## src/rtl/srf_seq_pkg.sv

```systemverilog
package srf_seq_pkg;

   typedef enum logic [4:0] {
      S_IDLE, S_BUSY_HI, S_BUSY_LO, S_SR_SET, S_SR_UPD, S_SR_ACK,
      S_DIRECT, S_CLK_OFF, S_PLL_OFF, S_STOP, S_WAKE, S_PLL_ON,
      S_LOCK, S_RUN, S_CLK_ON, S_EXIT_UPD, S_SR_EXIT, S_ERR
   } seq_state_e;

   typedef struct packed {
      logic sr_req;
      logic upd;
      logic run_sel;
      logic stop;
      logic clk_en;
      logic pll_wr;
   } seq_ctl_t;

   // Waits that carry a cycle limit (the stop wait is open-ended)
   function automatic logic is_timed(seq_state_e s);
      return s inside {S_BUSY_HI, S_BUSY_LO, S_SR_ACK, S_LOCK, S_SR_EXIT};
   endfunction

   // Control levels owned by each state
   function automatic seq_ctl_t ctl_of(seq_state_e s);
      seq_ctl_t c;
      c.sr_req  = s inside {S_SR_SET, S_SR_UPD, S_SR_ACK, S_DIRECT, S_CLK_OFF,
                            S_PLL_OFF, S_STOP, S_WAKE, S_PLL_ON, S_LOCK};
      c.upd     = s inside {S_SR_UPD, S_EXIT_UPD};
      c.run_sel = !(s inside {S_DIRECT, S_CLK_OFF, S_PLL_OFF, S_STOP,
                              S_WAKE, S_PLL_ON, S_LOCK});
      c.stop    = (s == S_STOP);
      c.clk_en  = !(s inside {S_CLK_OFF, S_PLL_OFF, S_STOP, S_WAKE,
                              S_PLL_ON, S_LOCK, S_RUN});
      c.pll_wr  = s inside {S_PLL_OFF, S_PLL_ON};
      return c;
   endfunction

endpackage

```

## src/rtl/srf_seq_timer.sv

```systemverilog
module srf_seq_timer #(
   parameter int TMO_W = 16
) (
   input  logic             clk,
   input  logic             rst_n,
   input  logic             clr_i,
   input  logic             waiting_i,
   input  logic [TMO_W-1:0] limit_i,
   output logic             expired_o
);
   logic [TMO_W-1:0] cnt_q;

   assign expired_o = waiting_i && (cnt_q == limit_i);

   always_ff @(posedge clk) begin
      if (!rst_n)                       cnt_q <= '0;
      else if (clr_i)                   cnt_q <= '0;
      else if (waiting_i && !expired_o) cnt_q <= cnt_q + 1'b1;
   end
endmodule

```

## src/rtl/srf_seq_fsm.sv

```systemverilog
module srf_seq_fsm
   import srf_seq_pkg::*;
(
   input  seq_state_e state_i,
   input  logic       start_i,
   input  logic       busy_i,
   input  logic       ack_i,
   input  logic       wake_i,
   input  logic       lock_i,
   input  logic       expired_i,
   output seq_state_e state_o
);
   always_comb begin
      state_o = state_i;
      unique case (state_i)
         S_IDLE:     if (start_i) state_o = S_BUSY_HI;
         S_ERR:      if (start_i) state_o = S_BUSY_HI;
         S_BUSY_HI:  if (busy_i) state_o = S_BUSY_LO;
                     else if (expired_i) state_o = S_ERR;
         S_BUSY_LO:  if (!busy_i) state_o = S_SR_SET;
                     else if (expired_i) state_o = S_ERR;
         S_SR_SET:   state_o = S_SR_UPD;
         S_SR_UPD:   state_o = S_SR_ACK;
         S_SR_ACK:   if (ack_i) state_o = S_DIRECT;
                     else if (expired_i) state_o = S_ERR;
         S_DIRECT:   state_o = S_CLK_OFF;
         S_CLK_OFF:  state_o = S_PLL_OFF;
         S_PLL_OFF:  state_o = S_STOP;
         S_STOP:     if (wake_i) state_o = S_WAKE;
         S_WAKE:     state_o = S_PLL_ON;
         S_PLL_ON:   state_o = S_LOCK;
         S_LOCK:     if (lock_i) state_o = S_RUN;
                     else if (expired_i) state_o = S_ERR;
         S_RUN:      state_o = S_CLK_ON;
         S_CLK_ON:   state_o = S_EXIT_UPD;
         S_EXIT_UPD: state_o = S_SR_EXIT;
         S_SR_EXIT:  if (!ack_i) state_o = S_IDLE;
                     else if (expired_i) state_o = S_ERR;
         default:    state_o = S_IDLE;
      endcase
   end
endmodule

```

## src/rtl/srf_seq_pllsave.sv

```systemverilog
module srf_seq_pllsave #(
   parameter int CFG_W    = 8,
   parameter int PWR_BIT  = 7,
   parameter bit PWR_HIGH = 1'b1
) (
   input  logic             clk,
   input  logic             rst_n,
   input  logic             cap_i,
   input  logic             rest_i,
   input  logic [CFG_W-1:0] cfg_i,
   output logic [CFG_W-1:0] cfg_o
);
   localparam logic [CFG_W-1:0] PWR_MASK = CFG_W'(1) << PWR_BIT;

   logic [CFG_W-1:0] saved_q;
   logic [CFG_W-1:0] out_q;
   logic [CFG_W-1:0] down_w;

   generate
      if (PWR_HIGH) begin : g_pwr_high
         assign down_w = cfg_i & ~PWR_MASK;
      end else begin : g_pwr_low
         assign down_w = cfg_i | PWR_MASK;
      end
   endgenerate

   always_ff @(posedge clk) begin
      if (!rst_n) begin
         saved_q <= '0;
         out_q   <= '0;
      end else if (cap_i) begin
         saved_q <= cfg_i;
         out_q   <= down_w;
      end else if (rest_i) begin
         out_q   <= saved_q;
      end
   end

   assign cfg_o = out_q;
endmodule

```

## src/rtl/srf_suspend_seq.sv

```systemverilog
module srf_suspend_seq
   import srf_seq_pkg::*;
#(
   parameter int TMO_W    = 16,
   parameter int CFG_W    = 8,
   parameter int PWR_BIT  = 7,
   parameter bit PWR_HIGH = 1'b1
) (
   input  logic             clk,
   input  logic             rst_n,
   input  logic             start_i,
   input  logic [TMO_W-1:0] timeout_i,
   input  logic             dram_busy_i,
   input  logic             dram_sr_ack_i,
   input  logic             wake_i,
   input  logic             pll_lock_i,
   input  logic [CFG_W-1:0] pll_cfg_i,
   output logic             sr_req_o,
   output logic             sr_upd_o,
   output logic             run_sel_o,
   output logic             stop_req_o,
   output logic             dram_clk_en_o,
   output logic             pll_wr_o,
   output logic [CFG_W-1:0] pll_cfg_o,
   output logic             busy_o,
   output logic             done_o,
   output logic             err_o
);
   generate
      if (TMO_W < 1 || TMO_W > 32) begin : g_bad_tmo
         $error("TMO_W must lie in 1..32");
      end
      if (PWR_BIT < 0 || PWR_BIT >= CFG_W) begin : g_bad_pwr
         $error("PWR_BIT must index inside the PLL word");
      end
   endgenerate

   seq_state_e state_q, state_d;
   seq_ctl_t   ctl_q;
   logic       err_q, done_q, expired;

   srf_seq_fsm u_fsm (
      .state_i   (state_q),
      .start_i   (start_i),
      .busy_i    (dram_busy_i),
      .ack_i     (dram_sr_ack_i),
      .wake_i    (wake_i),
      .lock_i    (pll_lock_i),
      .expired_i (expired),
      .state_o   (state_d)
   );

   srf_seq_timer #(.TMO_W(TMO_W)) u_timer (
      .clk       (clk),
      .rst_n     (rst_n),
      .clr_i     (state_d != state_q),
      .waiting_i (is_timed(state_q)),
      .limit_i   (timeout_i),
      .expired_o (expired)
   );

   srf_seq_pllsave #(
      .CFG_W(CFG_W), .PWR_BIT(PWR_BIT), .PWR_HIGH(PWR_HIGH)
   ) u_pll (
      .clk    (clk),
      .rst_n  (rst_n),
      .cap_i  (state_d == S_PLL_OFF && state_q != S_PLL_OFF),
      .rest_i (state_d == S_PLL_ON && state_q != S_PLL_ON),
      .cfg_i  (pll_cfg_i),
      .cfg_o  (pll_cfg_o)
   );

   always_ff @(posedge clk) begin
      if (!rst_n) begin
         state_q <= S_IDLE;
         ctl_q   <= ctl_of(S_IDLE);
         err_q   <= 1'b0;
         done_q  <= 1'b0;
      end else begin
         state_q <= state_d;
         if (state_d != S_ERR) ctl_q <= ctl_of(state_d);
         err_q   <= (state_d == S_ERR);
         done_q  <= (state_q == S_SR_EXIT) && (state_d == S_IDLE);
      end
   end

   assign sr_req_o      = ctl_q.sr_req;
   assign sr_upd_o      = ctl_q.upd;
   assign run_sel_o     = ctl_q.run_sel;
   assign stop_req_o    = ctl_q.stop;
   assign dram_clk_en_o = ctl_q.clk_en;
   assign pll_wr_o      = ctl_q.pll_wr;
   assign busy_o        = (state_q != S_IDLE) && (state_q != S_ERR);
   assign done_o        = done_q;
   assign err_o         = err_q;
endmodule

```

## config.mk

```make
export PLATFORM = sky130hd
export DESIGN_NAME = srf_suspend_seq
export DESIGN_NICKNAME = d
export VERILOG_FILES = /design/src/rtl/srf_seq_pkg.sv /design/src/rtl/srf_seq_timer.sv /design/src/rtl/srf_seq_fsm.sv /design/src/rtl/srf_seq_pllsave.sv /design/src/rtl/srf_suspend_seq.sv
export SDC_FILE = /design/constraint.sdc
export NUM_CORES = 1
export LEC_CHECK = 0
export BUFFER_PORTS_ARGS = -buffer_cell sky130_fd_sc_hd__buf_2
export CORE_MARGIN = 2
export CORE_UTILIZATION = 49
export DETAILED_ROUTE_END_ITERATION = 6
export GPL_TIMING_DRIVEN = 0
export PLACE_DENSITY = 0.71
export SLEW_MARGIN = 15
export SYNTH_ARGS = -nofsm -noshare
export SYNTH_HDL_FRONTEND = slang
export SYNTH_SLANG_ARGS = --single-unit
```

## constraint.sdc

```tcl
create_clock -name clk -period 2.8 [get_ports clk]
set_clock_uncertainty 0.15 [all_clocks]
set_input_delay 0.14 -clock clk [delete_from_list [all_inputs] [get_ports clk]]
set_output_delay 0.14 -clock clk [all_outputs]
set_load 0.01 [all_outputs]
```

Word-level counts from Yosys, hierarchy flattened
Cells that the tools add are included.
W data, S select, Z words.
Word-level totals
  bits in registers: 45
  latch bits: 0
  bits in writable memories: 0
  bits in read-only memories: 0
  output and inout bits: 17
  word-level logic and storage cells: 84
  memories: 0
Cells by class
  add/subtract/negate cells: 1
  multiply operators: 0
  divide/modulo/power cells: 0
  $lt $le $gt $ge: 0
  equality and inequality tests: 36
  shift-type cells: 0
  multiplexer cells: 11
  bitwise logic cells: 1
  reduce and logical (&&, ||, !) cells: 22
Operators with widths (count)
  $pmux W5 S17: 1
  $eq A5 B4 Y1 const B: 15
  $eq A5 B3 Y1 const B: 8
  $mux W5: 8
  $add A16 B1 Y16 const B: 1
  $eq A16 B16 Y1: 1
  $eq A5 B2 Y1 const B: 3
  $eq A5 B5 Y1 const B: 3
  $mux W7: 2
  $reduce_bool A7 Y1: 2
  $logic_not A5 Y1: 2
  $ne A5 B4 Y1 const B: 2
  $ne A5 B5 Y1 const B: 2
  $reduce_bool A10 Y1: 1
  $reduce_bool A5 Y1: 2
  $logic_and A1 B1 Y1: 6
  $reduce_bool A2 Y1: 3
  $reduce_or A2 Y1: 3
  $eq A5 B1 Y1 const B: 1
  $ne A5 B5 Y1: 1
  $logic_not A1 Y1: 3
  $not A1 Y1: 1

Longest topological paths before layout
Gate-level depths: netlist of run 1.
  depth in word-level cells: 10
  mapped depth: 10

Hierarchy
From an unflattened synthesis of run 1, not the netlist that was laid out.
Second synthesis, totals
  cells, all modules: 319
  area, all modules: 2899.0 um^2
Modules (own cells, without submodules)
  srf_seq_timer: instances 1, cells an instance 117, area each 994.7 um^2
  srf_suspend_seq: instances 1, cells an instance 79, area each 738.2 um^2
  srf_seq_pllsave: instances 1, cells an instance 59, area each 716.9 um^2
  srf_seq_fsm: instances 1, cells an instance 64, area each 449.2 um^2

Least setup slack after synthesis of run 1
OpenSTA, ideal clock, no wires.
  path kind: register -> register
  start point: reg state_q[3]
  end point: reg ctl_q, in the netlist run_sel_o
  setup time: 0.122 ns
  arrival: 2.232 ns
  setup slack: 0.296 ns
  stages on the path, launching flop included: 9
  cells stage by stage: dfxtp_1 -> buf_6 -> or2_1 -> o32a_1 -> o32a_2 -> a2111oi_4 -> or4_1 -> nand3_2 -> a221o_1
Between the ends
  word-level cells in the longest chain between the ends: 9
  elaborated cells between the ends (all ways): 40
RTL lines
  from (decl): RTL line srf_suspend_seq.sv:38  | seq_state_e state_q, state_d;
  from (signal assigned): RTL line srf_suspend_seq.sv:80  | state_q <= state_d;
  $eq A5 B1 Y1 (tied with other cells): RTL line srf_seq_pkg.sv:20, srf_seq_fsm.sv:15
  $reduce_bool A5 Y1: RTL line srf_seq_pkg.sv:20  | return s inside {S_BUSY_HI, S_BUSY_LO, S_SR_ACK, S_LOCK, S_SR_EXIT};
  $logic_and A1 B1 Y1: RTL line srf_seq_timer.sv:13  | assign expired_o = waiting_i && (cnt_q == limit_i);
  $mux W5
  $mux W5, on equally long branches
  $pmux W5 S17 *: RTL line srf_seq_fsm.sv:15  | unique case (state_i)
  $eq A5 B3 Y1 or $eq A5 B4 Y1 (tied branches): RTL line srf_seq_pkg.sv:29  | c.run_sel = !(s inside {S_DIRECT, S_CLK_OFF, S_PLL_OFF, S_STOP,
  $reduce_bool A7 Y1: RTL line srf_seq_pkg.sv:29
  $logic_not A1 Y1: RTL line srf_seq_pkg.sv:29
  to (signal assigned): RTL line srf_suspend_seq.sv:76  | ctl_q <= ctl_of(S_IDLE);
  to (signal assigned): RTL line srf_suspend_seq.sv:81  | if (state_d != S_ERR) ctl_q <= ctl_of(state_d);
  to (decl): RTL line srf_suspend_seq.sv:39  | seq_ctl_t ctl_q;
Mark *: on every way between the ends. The rest lies on a longest branch, timed or not.
A chain may end at the register's enable or synchronous reset.

Worst setup path in the final report of run 1
  start point: reg state_q[3]
  end point: reg u_timer.cnt_q[7]
Between the ends
  word-level cells in the longest chain between the ends: 8
  elaborated cells between the ends (all ways): 34
RTL lines
  $eq A5 B1 Y1 (tied with other cells): RTL line srf_seq_pkg.sv:20, srf_seq_fsm.sv:15
  $reduce_bool A5 Y1: RTL line srf_seq_pkg.sv:20
  $logic_and A1 B1 Y1: RTL line srf_seq_timer.sv:13
  $mux W5
  $mux W5, on equally long branches
  $pmux W5 S17: RTL line srf_seq_fsm.sv:15
  $ne A5 B5 Y1: RTL line srf_suspend_seq.sv:56  | .clr_i (state_d != state_q),
  $reduce_or A2 Y1 (no source line)
  to (signal assigned): RTL line srf_seq_timer.sv:18  | else if (waiting_i && !expired_o) cnt_q <= cnt_q + 1'b1;
  to (decl): RTL line srf_seq_timer.sv:11  | logic [TMO_W-1:0] cnt_q;
Parallel ways exist; a longest one is shown, timed or not.

==> results of run 1 <==
[sequential cells by signal, indices dropped and copies added (netlist names), 5 cells and up]
name,cells
u_timer.cnt_q,16
u_pll.saved_q,8
u_pll.cfg_o,8
state_q,5
[final timing paths]
check,start,to,slack (ns)
worst max-delay path,state_q[3]$_SDFF_PN0_,u_timer.cnt_q[7]$_SDFFE_PP0P_,0.11
worst min-delay path,pll_lock_i,dram_clk_en_o$_SDFFE_PN1N_,0.08
worst max register to register,state_q[3]$_SDFF_PN0_,u_timer.cnt_q[7]$_SDFFE_PP0P_,0.11
worst min register to register,u_pll.saved_q[6]$_SDFFE_PN0P_,u_pll.saved_q[6]$_SDFFE_PN0P_,0.31
[worst min-delay path: stages]
cell and delay (ns):
buf_2 0.14, nand2_1 0.07, a221o_1 0.14
[through the flow]
stage | utilization (%) | hold slack [ns] | setup WS [ns]
after global routing | 62.2 | 0.0793 | -0.0223
after CTS | 61.1 | 0.0686 | 0.00493
after global placement | 56.4 | 0.243 | -0.171
after floorplan | - | 0.112 | 0.296
after detailed placement | 56.6 | 0.251 | -0.211
final | 62.2 | 0.0772 | 0.115
[power groups by stage]
stage / registers (uW) / clock network [uW] / logic [uW]
final: 647 / 521 / 164
after CTS: 647 / 528 / 152
after floorplan: 662 / 0 / 85.8
after detailed placement: 662 / 0 / 138
after global routing: 648 / 557 / 175
after global placement: 661 / 0 / 136
[layout make-up]
type,instances,share of cell area (%)
tap,72,2.65
buffer,18,3.31
clock buffer,6,2.43
multi-input combinational,251,52.3
timing repair buffer,62,10.9
sequential,45,26.5
clock inverter,2,1.10
inverter,8,0.883
[kinds of logic after synthesis]
logic type               Yosys count  share of synthesized area, %
AND/OR/NAND/NOR                  140                          29.0
AO/OA/AOI/OAI                     66                          18.4
flip-flops                        45                          32.6
XOR/XNOR                          34                          11.0
buffers and inverters             27                          4.89
multiplexers                      10                          3.62
adder cells (fa/ha/maj)            1                         0.453
[Yosys cell counts, types with 2 or more instances]
| master | instances | area [um2] |
|---|---|---|
| a211oi_1 | 9 | 67.6 |
| a211oi_2 | 2 | 25.0 |
| a21boi_0 | 2 | 15.0 |
| a21o_1 | 2 | 15.0 |
| a21oi_1 | 18 | 90.1 |
| a221o_1 | 2 | 20.0 |
| a31oi_1 | 3 | 18.8 |
| and2_1 | 6 | 37.5 |
| and3_1 | 2 | 12.5 |
| and4_1 | 2 | 17.5 |
| buf_2 | 3 | 15.0 |
| buf_6 | 4 | 45.0 |
| clkbuf_1 | 11 | 41.3 |
| dfxtp_1 | 45 | 901 |
| inv_1 | 6 | 22.5 |
| inv_2 | 2 | 7.51 |
| mux2i_1 | 10 | 100 |
| nand2_1 | 27 | 101 |
| nand2b_1 | 3 | 18.8 |
| nand3_1 | 7 | 35.0 |
| nand3b_1 | 2 | 15.0 |
| nand4_1 | 8 | 50.1 |
| nor2_1 | 30 | 113 |
| nor2_2 | 2 | 12.5 |
| nor2b_1 | 3 | 18.8 |
| nor3_1 | 15 | 75.1 |
| nor3_2 | 10 | 100 |
| nor3b_1 | 5 | 37.5 |
| nor4_1 | 7 | 43.8 |
| nor4_2 | 2 | 25.0 |
| o211a_1 | 2 | 20.0 |
| o21ai_0 | 6 | 30.0 |
| o31a_1 | 3 | 26.3 |
| xnor2_1 | 16 | 140 |
| xor2_1 | 17 | 149 |
[placed cells by master, fill, tap and decap left out, types with 5 or more instances in the layout]
| cell | count |
|---|---|
| nor3_1 | 15 |
| inv_1 | 6 |
| mux2i_1 | 10 |
| nor4_1 | 5 |
| a211oi_1 | 9 |
| nand4_1 | 8 |
| dlygate4sd3_1 | 9 |
| a21oi_1 | 18 |
| buf_4 | 7 |
| nor3_2 | 10 |
| nor3b_1 | 5 |
| clkbuf_1 | 6 |
| xnor2_1 | 16 |
| buf_2 | 49 |
| clkbuf_8 | 6 |
| dfxtp_1 | 45 |
| nand3_1 | 7 |
| xor2_1 | 17 |
| nor2_1 | 29 |
| nand2_1 | 27 |
| and2_1 | 6 |
| o21ai_0 | 5 |
[layer usage]
metal  part of all wire [%]  track usage, %  vias up
li1                       -               -     1307
met1                     44            35.1     1266
met2                     47            36.4      131
met3                    6.5            3.86       28
met4                    2.6            10.2        0
met5                      0               0        -
[timing repair]
action                                 CTS  global route
resized for setup                        4            14
hold buffers                             9             0
buffers inserted                         4             2
endpoints found under the hold margin   18             0
setup endpoints to repair               14            15
pin swaps                                3             2
==> results.py, run 1 <==
metrics = {
    "cells_and_area": {
        "drive_above_1_share_pct": 26.8,
        "num_antenna_cells": 0,
        "multi_input_area_um2": 1780,
        "syn2layout_area_growth_pct": 23.1,
        "seq_area_um2": 901,
        "postLayoutCellArea_um2": 3400,
        "fin_cells": 464,
        "final_nets": 423,
        "fillerInstances": 516,
    },
    "clock_tree": {
        "cts_tree": "built",
        "root_buffer": "clkbuf_8",
        "cts_max_level": 2,
        "clk_pin_slew_ns": 0.09,
        "numClockSinks": 45,
        "cts_buffers": 5,
        "cts_buffer_depth": 2,
        "clk_latency_ns": 0.30,
    },
    "pwr": {
        "p_switching_uw": 326,
        "pwr-share-clk_pct": 39.1,
        "vdd_drop_max_v": 0.000250,
        "cellLeakagePower_uw": 0.00136,
        "power_density_nw_per_um2": 392,
        "p_total_uw": 1330,
        "p_int_uw": 1010,
        "comb_power_share_pct": 12.3,
        "power.share.sequential_pct": 48.5,
        "swShare_pct": 24.4,
    },
    "logic_synthesis": {
        "ys_seq_area_share_pct": 32.6,
        "synth_edf_count": 0,
        "synthArstFlopShare_pct": 0,
        "synthDistinctLibCells": 64,
        "ys_seq_elements": 45,
        "synth_ff_type": "dfxtp_1",
        "ys.warnings.count": 0,
        "syn_nets": 355,
        "syn_area_um2": 2760,
        "synth_area_per_cell_um2": 8.56,
        "synthCells": 323,
    },
    "run_status": {
        "outcome": "completed",
    },
    "floorplanning": {
        "dieArea_um2": 6260,
        "io_pins": 48,
        "start_util_pct": 50.5,
        "rows": 27,
        "die_w_um": 79.1,
        "core-area_um2": 5470,
        "die_h_um": 79.1,
    },
    "detailed_routing": {
        "post_drt_wl_per_cell_um": 16.1,
        "viasPerCell": 5.89,
        "final_antenna_net_count": 0,
        "drtIter0Drc": 296,
        "drc": 0,
        "routed_wl_um": 7470,
        "drtPass1Iterations": 5,
        "vias": 2732,
    },
    "timing": {
        "fmax_mhz": 372,
        "period_share_pct": 95.9,
        "finalSetupTns_ns": 0,
        "max_slew_margin_pct": 46.3,
        "hold_viol_final": 0,
        "worst_pin_slew_ns": 0.799,
        "rsz0062_at_grt": "yes",
        "setup_viol": 0,
        "drv_slew": 0,
        "min_period_ns": 2.69,
    },
    "worst_hold_path": {
        "hold_depth": 3,
        "worstHoldPathType": "in -> reg",
    },
    "grt": {
        "grt_pass1_wl_um": 12100,
        "grt_overflow_total": 0,
        "grt_pass1_vias": 2435,
        "grt_max_degree": 20,
        "antenna_found_initial": 0,
        "globalRouteTotalUtil_pct": 24.5,
    },
    "worst_setup_path": {
        "arrival_ns": 2.73,
        "cp.depth": 9,
        "cp_max_fo": 10,
        "crit_required_ns": 2.84,
        "crit_top_cell": "buf_6",
        "start_kind": "flip-flop",
        "reg2reg_depth": 9,
        "cp.buffers_inverters": 2,
        "worstSetupPathType": "reg -> reg",
        "crit_path_max_incr_delay_ns": 0.39,
        "cp_top_family": "compound AO/OA/AOI/OAI gates",
        "cp_slowest_cell": "a2111oi_4",
        "crit_chain": "buf_6 -> or2_1 -> o32a_1 -> o32a_2 -> a2111oi_4 -> nor2_2 -> xnor2_4 -> buf_6 -> nor3_2",
        "crit_path_end_kind": "flip-flop",
    },
    "place": {
        "routabilityCongestion": 0.867,
        "dpl_cell_area_um2": 3100,
        "port_buffers": 47,
        "placed_cells": 442,
        "dp_hpwl_um": 5210,
    },
    "run": {
        "cap_violations": 0,
    },
}
Power figures use the tool's default switching activity.
==> run 2, diff against run 1 <==
--- a/config.mk
+++ b/config.mk
@@ -6,6 +6,7 @@
 export NUM_CORES = 1
 export LEC_CHECK = 0
 export BUFFER_PORTS_ARGS = -buffer_cell sky130_fd_sc_hd__buf_2
+export CORE_ASPECT_RATIO = 1.5
 export CORE_MARGIN = 2
 export CORE_UTILIZATION = 49
 export DETAILED_ROUTE_END_ITERATION = 6
==> run 2 against run 1 <==
Worst hold slack gained 0.0014 ns. Wire length is 1.4% higher. Sequential share of layout area shrank 0.86 points. Global-route usage shrank 0.088 points. Largest cell class unchanged. Clock power down 2%.
==> results.py, run 2 (same netlist as run 1, synthesis figures left out) <==
metrics = {
    "run_status": {
        "outcome": "completed",
    },
    "floorplanning": {
        "dieArea_um2": 6270,
        "io_pins": 48,
        "start_util_pct": 50.7,
        "rows": 33,
        "die_h_um": 96.0,
        "core-area_um2": 5450,
        "die_w_um": 65.3,
    },
    "grt": {
        "grt_pass1_vias": 2604,
        "globalRouteTotalUtil_pct": 24.4,
        "grt_pass1_wl_um": 12000,
        "grt_overflow_total": 0,
        "antenna_found_initial": 0,
        "grt_max_degree": 15,
    },
    "clock_tree": {
        "cts_max_level": 2,
        "cts_tree": "built",
        "root_buffer": "clkbuf_8",
        "cts_buffer_depth": 2,
        "cts_buffers": 5,
        "numClockSinks": 45,
        "clk_pin_slew_ns": 0.09,
        "clk_latency_ns": 0.30,
    },
    "timing": {
        "worst_pin_slew_ns": 0.815,
        "rsz0062_at_grt": "yes",
        "hold_viol_final": 0,
        "min_period_ns": 2.77,
        "period_share_pct": 98.9,
        "max_slew_margin_pct": 44.3,
        "whs_ns": 0.0786,
        "drv_slew": 0,
        "fmax_mhz": 361,
        "setup_viol": 0,
        "finalSetupTns_ns": 0,
    },
    "place": {
        "dp_hpwl_um": 5240,
        "dpl_cell_area_um2": 3090,
        "port_buffers": 47,
        "routabilityCongestion": 0.905,
    },
    "worst_setup_path": {
        "worstSetupPathType": "reg -> reg",
        "arrival_ns": 2.86,
        "crit_required_ns": 2.89,
        "crit_path_end_kind": "flip-flop",
        "start_kind": "flip-flop",
        "cp_max_fo": 10,
    },
    "cells_and_area": {
        "top_register": "u_timer.cnt_q",
        "postLayoutCellArea_um2": 3530,
        "largest_reg_flops": 16,
        "final_nets": 432,
        "fillerInstances": 513,
        "num_antenna_cells": 0,
        "drive_above_1_share_pct": 29.9,
        "final_cell_mix": "buf_2, dfxtp_1, nor2_1",
        "syn2layout_area_growth_pct": 27.6,
        "layout_commonest_cell": "buf_2",
    },
    "pwr": {
        "power_density_nw_per_um2": 383,
        "vdd_drop_max_v": 0.000342,
        "cellLeakagePower_uw": 0.00142,
    },
    "detailed_routing": {
        "routed_wl_um": 7570,
        "drtIter0Drc": 209,
        "post_drt_wl_per_cell_um": 16.1,
        "drc": 0,
        "vias": 2753,
        "final_antenna_net_count": 0,
        "viasPerCell": 5.85,
        "drtPass1Iterations": 4,
    },
    "worst_hold_path": {
        "worstHoldPathType": "in -> reg",
    },
    "run": {
        "cap_violations": 0,
    },
}
-- run 2: changes by cell type in the layout (fill, tap and decap cells not counted), sizes merged --
cell	previous run	this run
buf	60	68
clkbuf	17	18
-- run 2: per-stage QoR --
| step | util, % | power (uW) | worst slack, ns | std cells |
|---|---|---|---|---|
| after floorplan | - | 748 | 0.296 | 323 |
| after global placement | 56.6 | 800 | -0.153 | 440 |
| after detailed placement | 56.7 | 801 | -0.169 | 440 |
| after CTS | 61.1 | 1330 | 0.00755 | 459 |
| after global routing | 64.7 | 1400 | -0.0459 | 471 |
| final | 64.7 | 1350 | 0.0305 | 471 |
-- run 2: timing repair --
action / 4_1_cts / 5_1_grt
setup endpoints to repair: 13 / 16
pin swaps: 3 / 9
cloned: 0 / 1
buffers inserted: 2 / 11
resized for setup: 5 / 21
hold endpoints to repair: 17 / 0
hold buffers: 9 / 0
-- run 2: worst paths after layout --
kind	to	slack, ns	start	cells after the start
max	run_sel_o$_SDFFE_PN1N_	0.03	state_q[0]$_SDFF_PN0_	9
min	dram_clk_en_o$_SDFFE_PN1N_	0.08	pll_lock_i	3
max reg2reg	run_sel_o$_SDFFE_PN1N_	0.03	state_q[0]$_SDFF_PN0_	9
min reg2reg	u_pll.saved_q[4]$_SDFFE_PN0P_	0.31	u_pll.saved_q[4]$_SDFFE_PN0P_	2
-- run 2: metal layers --
metal	vias to the layer above	part of all wire, %	wire length [um]	global-route usage, %
met2	95	52	3920	42.9
met1	1304	39	2980	27.7
met5	-	0	0	0
met3	31	4.0	305	2.57
met4	0	4.9	372	15.6
li1	1323	-	-	-
-- run 2: critical path, stage by stage, from the launching register on --
cell	delay [ns]
dfxtp_1	0.31
buf_6	0.13
or3b_1	0.40
a2111oi_2	0.44
o32a_4	0.26
buf_4	0.12
a211oi_4	0.06
or4_1	0.55
nand3_2	0.11
a221o_1	0.16
-- run 2: power by group --
part / switching (uW) / internal, uW / leakage (uW)
clock network: 222 / 290 / 0.0000574
registers: 3.13 / 643 / 0.000364
logic: 102 / 88.6 / 0.00100
-- run 2: layout make-up --
class	instances	area, um2	area share (%)
flip-flops and latches	45	903	25.6
inverters	8	30.0	0.852
plain buffers	19	119	3.37
well taps	70	87.6	2.48
clock inverters	2	37.5	1.06
clock buffers	6	82.6	2.34
repair buffers	70	452	12.8
multi-input cells	251	1810	51.5
==> run 3, diff against run 2 <==
--- a/config.mk
+++ b/config.mk
@@ -12,6 +12,7 @@
 export DETAILED_ROUTE_END_ITERATION = 6
 export GPL_TIMING_DRIVEN = 0
 export PLACE_DENSITY = 0.71
+export RECOVER_POWER = 50
 export SLEW_MARGIN = 15
 export SYNTH_ARGS = -nofsm -noshare
 export SYNTH_HDL_FRONTEND = slang
==> run 3 against run 2 <==
Cell count unchanged. Core utilization shrank 0.37 points. Clock power hardly changed. Flip-flop and latch count unchanged. Wire length rose by 0.44%. Setup slack got worse by 0.0050 ns. Count of clock-buffer cells in the layout stayed put. Fmax is 0.18% lower. Register-to-register slack hardly changed. Via count increased by 0.44%.
==> results.py, run 3 (same netlist as run 1, synthesis figures left out) <==
metrics = {
    "run_status": {
        "outcome": "completed",
    },
    "timing": {
        "period_share_pct": 99.1,
        "worst_pin_slew_ns": 0.807,
        "max_slew_margin_pct": 44.8,
        "min_period_ns": 2.77,
        "fmax_mhz": 360,
        "fin_ws_ns": 0.0255,
        "rsz0062_at_grt": "yes",
        "hold_viol_final": 0,
        "drv_slew": 0,
        "finalSetupTns_ns": 0,
        "setup_viol": 0,
    },
    "grt": {
        "top_usage_layer": "met2",
        "globalRouteTotalUtil_pct": 24.4,
        "antenna_found_initial": 0,
        "met3_usage_pct": 2.57,
        "grt_pass1_wl_um": 12000,
        "grt_overflow_total": 0,
        "grt_pass1_vias": 2604,
        "grt_use_met1_pct": 27.7,
        "grt_max_degree": 15,
        "grt_use_met2_pct": 42.9,
    },
    "cells_and_area": {
        "final_nets": 432,
        "largest_reg_flops": 16,
        "layout_commonest_cell": "dfxtp_1",
        "top_register": "u_timer.cnt_q",
        "fin_util_pct": 64.3,
        "num_antenna_cells": 0,
        "final_cell_mix": "dfxtp_1, buf_2, nor2_1",
        "syn2layout_area_growth_pct": 26.8,
        "drive_above_1_share_pct": 25.9,
        "postLayoutCellArea_um2": 3510,
    },
    "worst_setup_path": {
        "crit_required_ns": 2.84,
        "cp_max_fo": 6,
        "arrival_ns": 2.82,
        "worstSetupPathType": "reg -> reg",
        "crit_path_max_incr_delay_ns": 0.53,
        "cp_slowest_cell": "a2111oi_4",
        "crit_chain": "buf_6 -> or2_4 -> o32a_1 -> o32a_4 -> a2111oi_4 -> nor2_2 -> xnor2_4 -> clkbuf_16 -> nor3_2",
        "crit_path_end_kind": "flip-flop",
        "start_kind": "flip-flop",
    },
    "place": {
        "place_ws_ns": -0.169,
        "dpl_cell_area_um2": 3090,
        "routabilityCongestion": 0.905,
        "port_buffers": 47,
        "dp_hpwl_um": 5240,
    },
    "clock_tree": {
        "cts_max_level": 2,
        "clk_pin_slew_ns": 0.08,
        "cts_buffer_depth": 2,
        "numClockSinks": 45,
        "cts_buffers": 5,
        "root_buffer": "clkbuf_8",
        "clk_latency_ns": 0.30,
        "cts_tree": "built",
    },
    "pwr": {
        "cellLeakagePower_uw": 0.00136,
        "vdd_drop_max_v": 0.000342,
        "power_density_nw_per_um2": 385,
        "p_total_uw": 1350,
    },
    "floorplanning": {
        "start_util_pct": 50.7,
        "core-area_um2": 5450,
        "dieArea_um2": 6270,
        "die_h_um": 96.0,
        "rows": 33,
        "io_pins": 48,
        "die_w_um": 65.3,
    },
    "detailed_routing": {
        "drtPass1Iterations": 4,
        "final_antenna_net_count": 0,
        "drtIter0Drc": 295,
        "viasPerCell": 5.87,
        "drc": 0,
        "routed_wl_um": 7610,
        "vias": 2765,
        "post_drt_wl_per_cell_um": 16.1,
    },
    "worst_hold_path": {
        "worstHoldPathType": "in -> reg",
    },
    "run": {
        "cap_violations": 0,
    },
}
==> run 3: changes by cell type in the layout (fill, tap and decap cells not counted), sizes merged <==
cell | previous run | this run
clkbuf | 18 | 34
buf | 68 | 52
==> run 3: report_power, final <==
part           leakage [uW]  total (uW)  switching (uW)  internal (uW)
logic              0.000938         190             102           88.0
registers          0.000364         646            3.15            643
clock network     0.0000574         512             222            290
total               0.00136        1350             327           1020
==> run 3: metrics by stage <==
step,hold slack (ns),std cells
after global routing,0.0876,471
after global placement,0.244,440
after floorplan,0.112,323
final,0.0821,471
after detailed placement,0.250,440
after CTS,0.0675,459
==> run 3: worst paths after layout <==
check                                start                             to  slack, ns  cells past startpoint
min                             pll_lock_i     dram_clk_en_o$_SDFFE_PN1N_       0.08                      3
max                  state_q[2]$_SDFF_PN0_  u_timer.cnt_q[6]$_SDFFE_PP0P_       0.03                      9
max reg2reg          state_q[2]$_SDFF_PN0_  u_timer.cnt_q[6]$_SDFFE_PP0P_       0.03                      9
min reg2reg  u_pll.saved_q[4]$_SDFFE_PN0P_  u_pll.saved_q[4]$_SDFFE_PN0P_       0.31                      2
==> run 3: area by class of cell <==
cell class / count / area, um2
Buffer: 19 / 119
Clock buffer: 6 / 82.6
Clock inverter: 2 / 37.5
Fill cell: 520 / 1940
Inverter: 8 / 30.0
Multi-Input combinational cell: 251 / 1810
Sequential cell: 45 / 903
Tap cell: 70 / 87.6
Timing Repair Buffer: 70 / 432
==> run 3: worst max-delay path, delay by kind of cell, from the launching register on <==
family                    cells  cell delay, ns
and+or+nand+nor               3            0.43
AOI/OAI and AO/OA             3            1.12
DFF                           1            0.33
xor gates and xnor gates      1            0.30
buffers and inverters         2            0.33
==> run 3: metal layers <==
layer | wire (um) | vias up | part of all wire [%]
met5 | 0 | - | 0
met4 | 365 | 0 | 4.8
met3 | 287 | 31 | 3.8
met2 | 3950 | 96 | 52
met1 | 3000 | 1311 | 39
li1 | - | 1327 | -
==> run 3: timing repair <==
action                                  4_1_cts  5_1_grt
setup buffers                                 2       11
resized for setup                             5       21
endpoints found under the hold margin        17        0
gates cloned                                  0        1
endpoints found under the setup margin       13       16
hold buffers                                  9        0
pin swaps                                     3        9
